`src/rtl/eps_pkg.sv`:
```
package eps_pkg;
  // samples between command computation and use
  localparam int unsigned LOOKAHEAD = 2;
endpackage

```
`src/rtl/eps_sample_counter.sv`:
```
module eps_sample_counter #(
  parameter int unsigned SLOT_W = 8
) (
  input  logic              clk,
  input  logic              rst,
  output logic [SLOT_W-1:0] cnt
);
  always_ff @(posedge clk) begin
    if (rst) cnt <= '0;
    else     cnt <= cnt + 1'b1;
  end
endmodule

```
`src/rtl/eps_req_stage.sv`:
```
module eps_req_stage
  import eps_pkg::*;
#(
  parameter int unsigned SLOT_W  = 8,
  parameter int unsigned PHASE_W = 4
) (
  input  logic                      clk,
  input  logic                      rst,
  input  logic                      req_valid,
  input  logic [SLOT_W+PHASE_W-1:0] req_time,
  input  logic [SLOT_W-1:0]         cnt,
  output logic                      req_ready,
  output logic                      fire,
  output logic [PHASE_W-1:0]        pend_phase,
  output logic                      late_flag
);
  localparam logic [SLOT_W-1:0] AHEAD = SLOT_W'(LOOKAHEAD);

  logic              pend_q;
  logic [SLOT_W-1:0] pend_slot_q;
  logic [SLOT_W-1:0] req_slot, req_dist, pend_dist;
  logic              accept, req_late;

  assign req_slot  = req_time[SLOT_W+PHASE_W-1:PHASE_W];
  assign req_dist  = req_slot - cnt;
  assign pend_dist = pend_slot_q - cnt;
  // too close to be computed ahead, or in the past half of the counter range
  assign req_late  = (req_dist <= AHEAD) || req_dist[SLOT_W-1];
  assign req_ready = !pend_q;
  assign accept    = req_valid && req_ready;
  assign fire      = pend_q && (pend_dist == AHEAD);

  always_ff @(posedge clk) begin
    if (rst) begin
      pend_q      <= 1'b0;
      pend_slot_q <= '0;
      pend_phase  <= '0;
      late_flag   <= 1'b0;
    end else begin
      if (fire) pend_q <= 1'b0;
      if (accept) begin
        if (req_late) begin
          late_flag <= 1'b1;
        end else begin
          pend_q      <= 1'b1;
          pend_slot_q <= req_slot;
          pend_phase  <= req_time[PHASE_W-1:0];
        end
      end
    end
  end
endmodule

```
`src/rtl/eps_phase_limiter.sv`:
```
module eps_phase_limiter #(
  parameter int unsigned PHASE_W = 4
) (
  input  logic               clk,
  input  logic               rst,
  input  logic               fire,
  input  logic [PHASE_W-1:0] pend_phase,
  input  logic [PHASE_W-1:0] step_max,
  output logic               s1_level,
  output logic [PHASE_W-1:0] s1_phase,
  output logic               limit_flag
);
  localparam logic [PHASE_W-1:0] HALF = PHASE_W'(2 ** (PHASE_W - 1));

  logic [PHASE_W-1:0] tgt_q, goal, diff, mag, move, nxt;
  logic               fwd;

  always_comb begin
    goal = fire ? pend_phase : tgt_q;
    diff = goal - s1_phase;
    fwd  = (diff <= HALF);
    mag  = fwd ? diff : (~diff + 1'b1);
    move = (mag > step_max) ? step_max : mag;
    nxt  = fwd ? (s1_phase + move) : (s1_phase - move);
  end

  always_ff @(posedge clk) begin
    if (rst) begin
      s1_level   <= 1'b0;
      s1_phase   <= '0;
      tgt_q      <= '0;
      limit_flag <= 1'b0;
    end else begin
      s1_phase <= nxt;
      if (fire) begin
        s1_level <= ~s1_level;
        tgt_q    <= pend_phase;
        if (mag > step_max) limit_flag <= 1'b1;
      end
    end
  end
endmodule

```
`src/rtl/edge_phase_sched.sv`:
```
module edge_phase_sched #(
  parameter int unsigned SLOT_W  = 8,
  parameter int unsigned PHASE_W = 4
) (
  input  logic                      clk,
  input  logic                      rst,
  input  logic                      req_valid,
  output logic                      req_ready,
  input  logic [SLOT_W+PHASE_W-1:0] req_time,
  input  logic [PHASE_W-1:0]        step_max,
  output logic [SLOT_W-1:0]         cur_slot,
  output logic                      out_level,
  output logic [PHASE_W-1:0]        out_phase,
  output logic                      late_flag,
  output logic                      limit_flag
);
  logic               fire, s1_level;
  logic [PHASE_W-1:0] pend_phase, s1_phase;

  eps_sample_counter #(.SLOT_W(SLOT_W)) u_cnt (
    .clk(clk), .rst(rst), .cnt(cur_slot)
  );

  eps_req_stage #(.SLOT_W(SLOT_W), .PHASE_W(PHASE_W)) u_req (
    .clk(clk), .rst(rst), .req_valid(req_valid), .req_time(req_time),
    .cnt(cur_slot), .req_ready(req_ready), .fire(fire),
    .pend_phase(pend_phase), .late_flag(late_flag)
  );

  eps_phase_limiter #(.PHASE_W(PHASE_W)) u_lim (
    .clk(clk), .rst(rst), .fire(fire), .pend_phase(pend_phase),
    .step_max(step_max), .s1_level(s1_level), .s1_phase(s1_phase),
    .limit_flag(limit_flag)
  );

  // final stage: last register before the skewed-phase domains
  always_ff @(posedge clk) begin
    if (rst) begin
      out_level <= 1'b0;
      out_phase <= '0;
    end else begin
      out_level <= s1_level;
      out_phase <= s1_phase;
    end
  end
endmodule

```
`config.mk`:
```
export PLATFORM = sky130hd
export DESIGN_NAME = edge_phase_sched
export DESIGN_NICKNAME = d
export VERILOG_FILES = /design/src/rtl/eps_pkg.sv /design/src/rtl/eps_sample_counter.sv /design/src/rtl/eps_req_stage.sv /design/src/rtl/eps_phase_limiter.sv /design/src/rtl/edge_phase_sched.sv
export SDC_FILE = /design/constraint.sdc
export NUM_CORES = 1
export LEC_CHECK = 0
export BUFFER_PORTS_ARGS = -buffer_cell sky130_fd_sc_hd__buf_2
export CORE_AREA = 4 4 107 109
export DETAILED_ROUTE_END_ITERATION = 6
export DIE_AREA = 0 0 111 113
export PLACE_DENSITY = 0.41
export SLEW_MARGIN = 30
export SYNTH_ARGS = -nofsm -noshare
export SYNTH_HDL_FRONTEND = slang
export SYNTH_SLANG_ARGS = --single-unit
export TNS_END_PERCENT = 5
```
`constraint.sdc`:
```
create_clock -name clk -period 9.8 [get_ports clk]
set_input_delay 1.96 -clock clk [delete_from_list [all_inputs] [get_ports clk]]
set_output_delay 1.96 -clock clk [all_outputs]
set_load 0.02 [all_outputs]
```
==> reports/metrics.cfg <==
[pwr]
power-per-cell-area_nw_per_um2 = 288.2
comb_power_share_pct = 63.3
p_clk_share_pct = 16.2
power.ir.vdd_worst_uv = 221.5
p_seq_share_pct = 20.6
power.share.switching_pct = 44.40
intPower_uw = 480.6
switchingPower_uw = 383.8
total_leakage_power_uw = 0.001280

[floorplan]
placeableCoreArea_um2 = 10600
top_level_ports = 35
chipWidth_um = 111
die-height_um = 113
std_cell_rows = 38
floorplan.initialDensity_pct = 24.13
full_die_area_um2 = 12540

[timing]
setup_viol = 0
maxClockFrequency_mhz = 132.5
fin_crit_sh_pct = 76.98
finalHoldWorstSlack_ns = 0.4506
skew_ns = 0.009046
final.setup.worst_slack_ns = 2.256
final.setup.tns_ns = 0
rsz_0062_raised_after_global_routing = no
worstMarginPinSlew_ns = 0.7487
maxSlewHeadroom_pct = 49.73
finalHoldViolations = 0
slew_violations = 0
post-route-min-period_ns = 7.544

[clocking]
number_of_levels_in_the_clock_h_tree = 2
cts.path.max_buffers = 2
worstSkewPairLatency_ns = 0.28
clock_tree_from_tritoncts = yes
path_clk_slew_ns = 0.08
tritoncts.num_buffers = 5
cts_resized = 0
cts_post_setup_buffers_inserted = 0
cts_root_buffer = clkbuf_8
holdBufCountCts = 0
numClockSinks = 37

[grt]
grt_pass1_wl_um = 10760
first_global_vias = 2259
grt_remaining_overflow = 0
grt_antenna_before_repair = 0
grt_util_all_layers_pct = 10.39
pin_count_of_the_biggest_net_entering_global_routing = 38

[worst_setup_path]
cp_num_buf_inv = 2
worst_setup_path_end_kind = flip-flop
cp_top_family = compound AO/OA/AOI/OAI gates
cp-start-kind = flip-flop
slowest_delay_ns = 0.44
crit_path_slowest_cell = o21ai_0
worstPathArrival_ns = 7.76
timing_worst_setup_path_type = flip-flop to flip-flop
worst_path_most_repeated_cell = a21oi_1
worst-path-max-fanout = 7
critPathRequiredTime_ns = 10.01

[layout]
area_growth_pct = 17.21
ant_diodes = 0
postLayoutCoreUtil_pct = 28.29
final_nets = 388
stdcell_area_um2 = 2999
drive_gt1_share_pct = 14.66

[synth]
synth_seq_cells = 37
yosysWarningCount = 0
synth.distinct_cells = 51
syn-instance-count = 306
mappedNetlistNets = 354
synth.yosys.seq_area_share_pct = 28.95
synth.top_cells.by_area = dfxtp_1 29%, ha_1 13%, nor2_1 5.7%
ys_async_sr_fraction_pct = 0
synth_enable_flop_cells = 0
synthDominantCellAreaShare_pct = 28.95
post_synth_instance_area_um2 = 2559
yosys_most_used_dff = dfxtp_1
yosys.cell_count.top_type = nor2_1
synth_commonest_cells = 39 x nor2_1, 37 x dfxtp_1, 26 x ha_1, 26 x inv_1, 23 x a21oi_1
syn-mean-instance-area_um2 = 8.362
yosys.area.top_type = dfxtp_1

[route]
dr_wl_met3_um = 249
routed_via_density = 4.607
detail-route-antenna-nets = 0
detailroute.via_count = 2216
topRoutingLayerUsed = met4
wirelength_um = 6265
wire_per_inst_um = 13.02
met1_length_um = 2934
post_route_drc = 0
route.met2.wl_um = 3036
detailedRoute.firstIterationViolations = 61
dr.pass1.iters = 4

[place]
pre_cts_slack_ns = 2.229
globalplace.congestion = 0.7953
dpl-instance-area_um2 = 2883
io_buffers = 34
dp_hpwl_um = 4993

[flow_run]
max_cap_viol_count = 0

[status]
status = finished clean

[worst_hold_path]
timing.hold.worst.class = flip-flop to flip-flop

[sequential cells by signal (all words and copies together), names as in the netlist]
register           cells
u_cnt.cnt              8
u_req.pend_slot_q      8
out_phase              4
u_lim.s1_phase         4
u_lim.tgt_q            4
u_req.pend_phase       4
out_level              1
u_lim.limit_flag       1
u_lim.s1_level         1
u_req.late_flag        1
u_req.pend_q           1
[power groups by stage]
stage / registers, µW / logic [µW] / clock network (µW)
after floorplan: 184 / 434 / 0
after global placement: 182 / 551 / 0
after detailed placement: 181 / 550 / 0
after CTS: 178 / 553 / 145
after global routing: 180 / 622 / 154
final: 178 / 547 / 140
[placed cells by master, fill, tap and decap left out, types with 2 or more instances in the layout]
| cell type | count |
|---|---|
| nor2_1 | 39 |
| dfxtp_1 | 37 |
| buf_2 | 34 |
| inv_1 | 26 |
| ha_1 | 26 |
| a21oi_1 | 23 |
| o21ai_0 | 14 |
| xnor2_1 | 14 |
| mux2i_1 | 14 |
| nand2_1 | 13 |
| nor2b_1 | 9 |
| xor2_1 | 7 |
| nand3_1 | 7 |
| a21o_1 | 6 |
| clkbuf_8 | 6 |
| a31oi_1 | 5 |
| and3_1 | 5 |
| nand2b_1 | 4 |
| o211ai_1 | 4 |
| nor3_1 | 4 |
| nor4_1 | 4 |
| nand4_1 | 3 |
| mux2_2 | 3 |
| fa_1 | 3 |
| o21a_1 | 2 |
| o31a_1 | 2 |
[per-stage QoR]
step                      std cells  power (µW)
after detailed placement        473       731.3
final                           481       864.4
after global routing            481       955.4
after CTS                       481       876.5
after global placement          473       732.4
after floorplan                 306       618.5
[worst paths after layout]
kind	cells after the start	end	slack (ns)	start
max reg2reg	33	u_lim.s1_phase[3]	2.26	u_cnt.cnt[2]
max	33	u_lim.s1_phase[3]	2.26	u_cnt.cnt[2]
min reg2reg	2	u_req.late_flag	0.45	u_req.late_flag
min	2	u_req.late_flag	0.45	u_req.late_flag
[worst reg2reg max path: cells and delay by family, from the launching register on]
kind	cells	cell delay, ns
adder cells (fa/ha/maj)	4	1.19
AND/OR/NAND/NOR	6	1.15
flip-flops	1	0.43
buffers and inverters	2	0.17
AO/OA/AOI/OAI	16	3.20
multiplexers	2	0.71
XOR/XNOR	3	0.61
[logic make-up (layout without fill, tap and decap cells)]
kind of cell / count (synthesis) / count (layout) / synth area share (%)
AOI/OAI and AO/OA: 71 / 71 / 17.75
xor gates and xnor gates: 21 / 21 / 7.188
muxes: 17 / 17 / 6.797
adders and majority gates: 29 / 29 / 15.06
and+or+nand+nor: 97 / 97 / 19.07
DFF: 37 / 37 / 28.95
buffers and inverters: 34 / 69 / 5.183
[cell type report]
class                           instances  area (µm²)
Clock buffer                            7       86.33
Clock inverter                          1       30.03
Fill cell                            1176        7604
Inverter                               26       97.59
Multi-Input combinational cell        235        1692
Sequential cell                        37       740.7
Tap cell                              140       175.2
Timing Repair Buffer                   35       177.7
[layer usage]
layer,GRT usage (%),up-vias
li1,-,1139
met1,13.23,1030
met2,18.16,43
met3,2.513,4
met4,1.724,0
met5,0,-
Power figures use the tool's default switching activity.
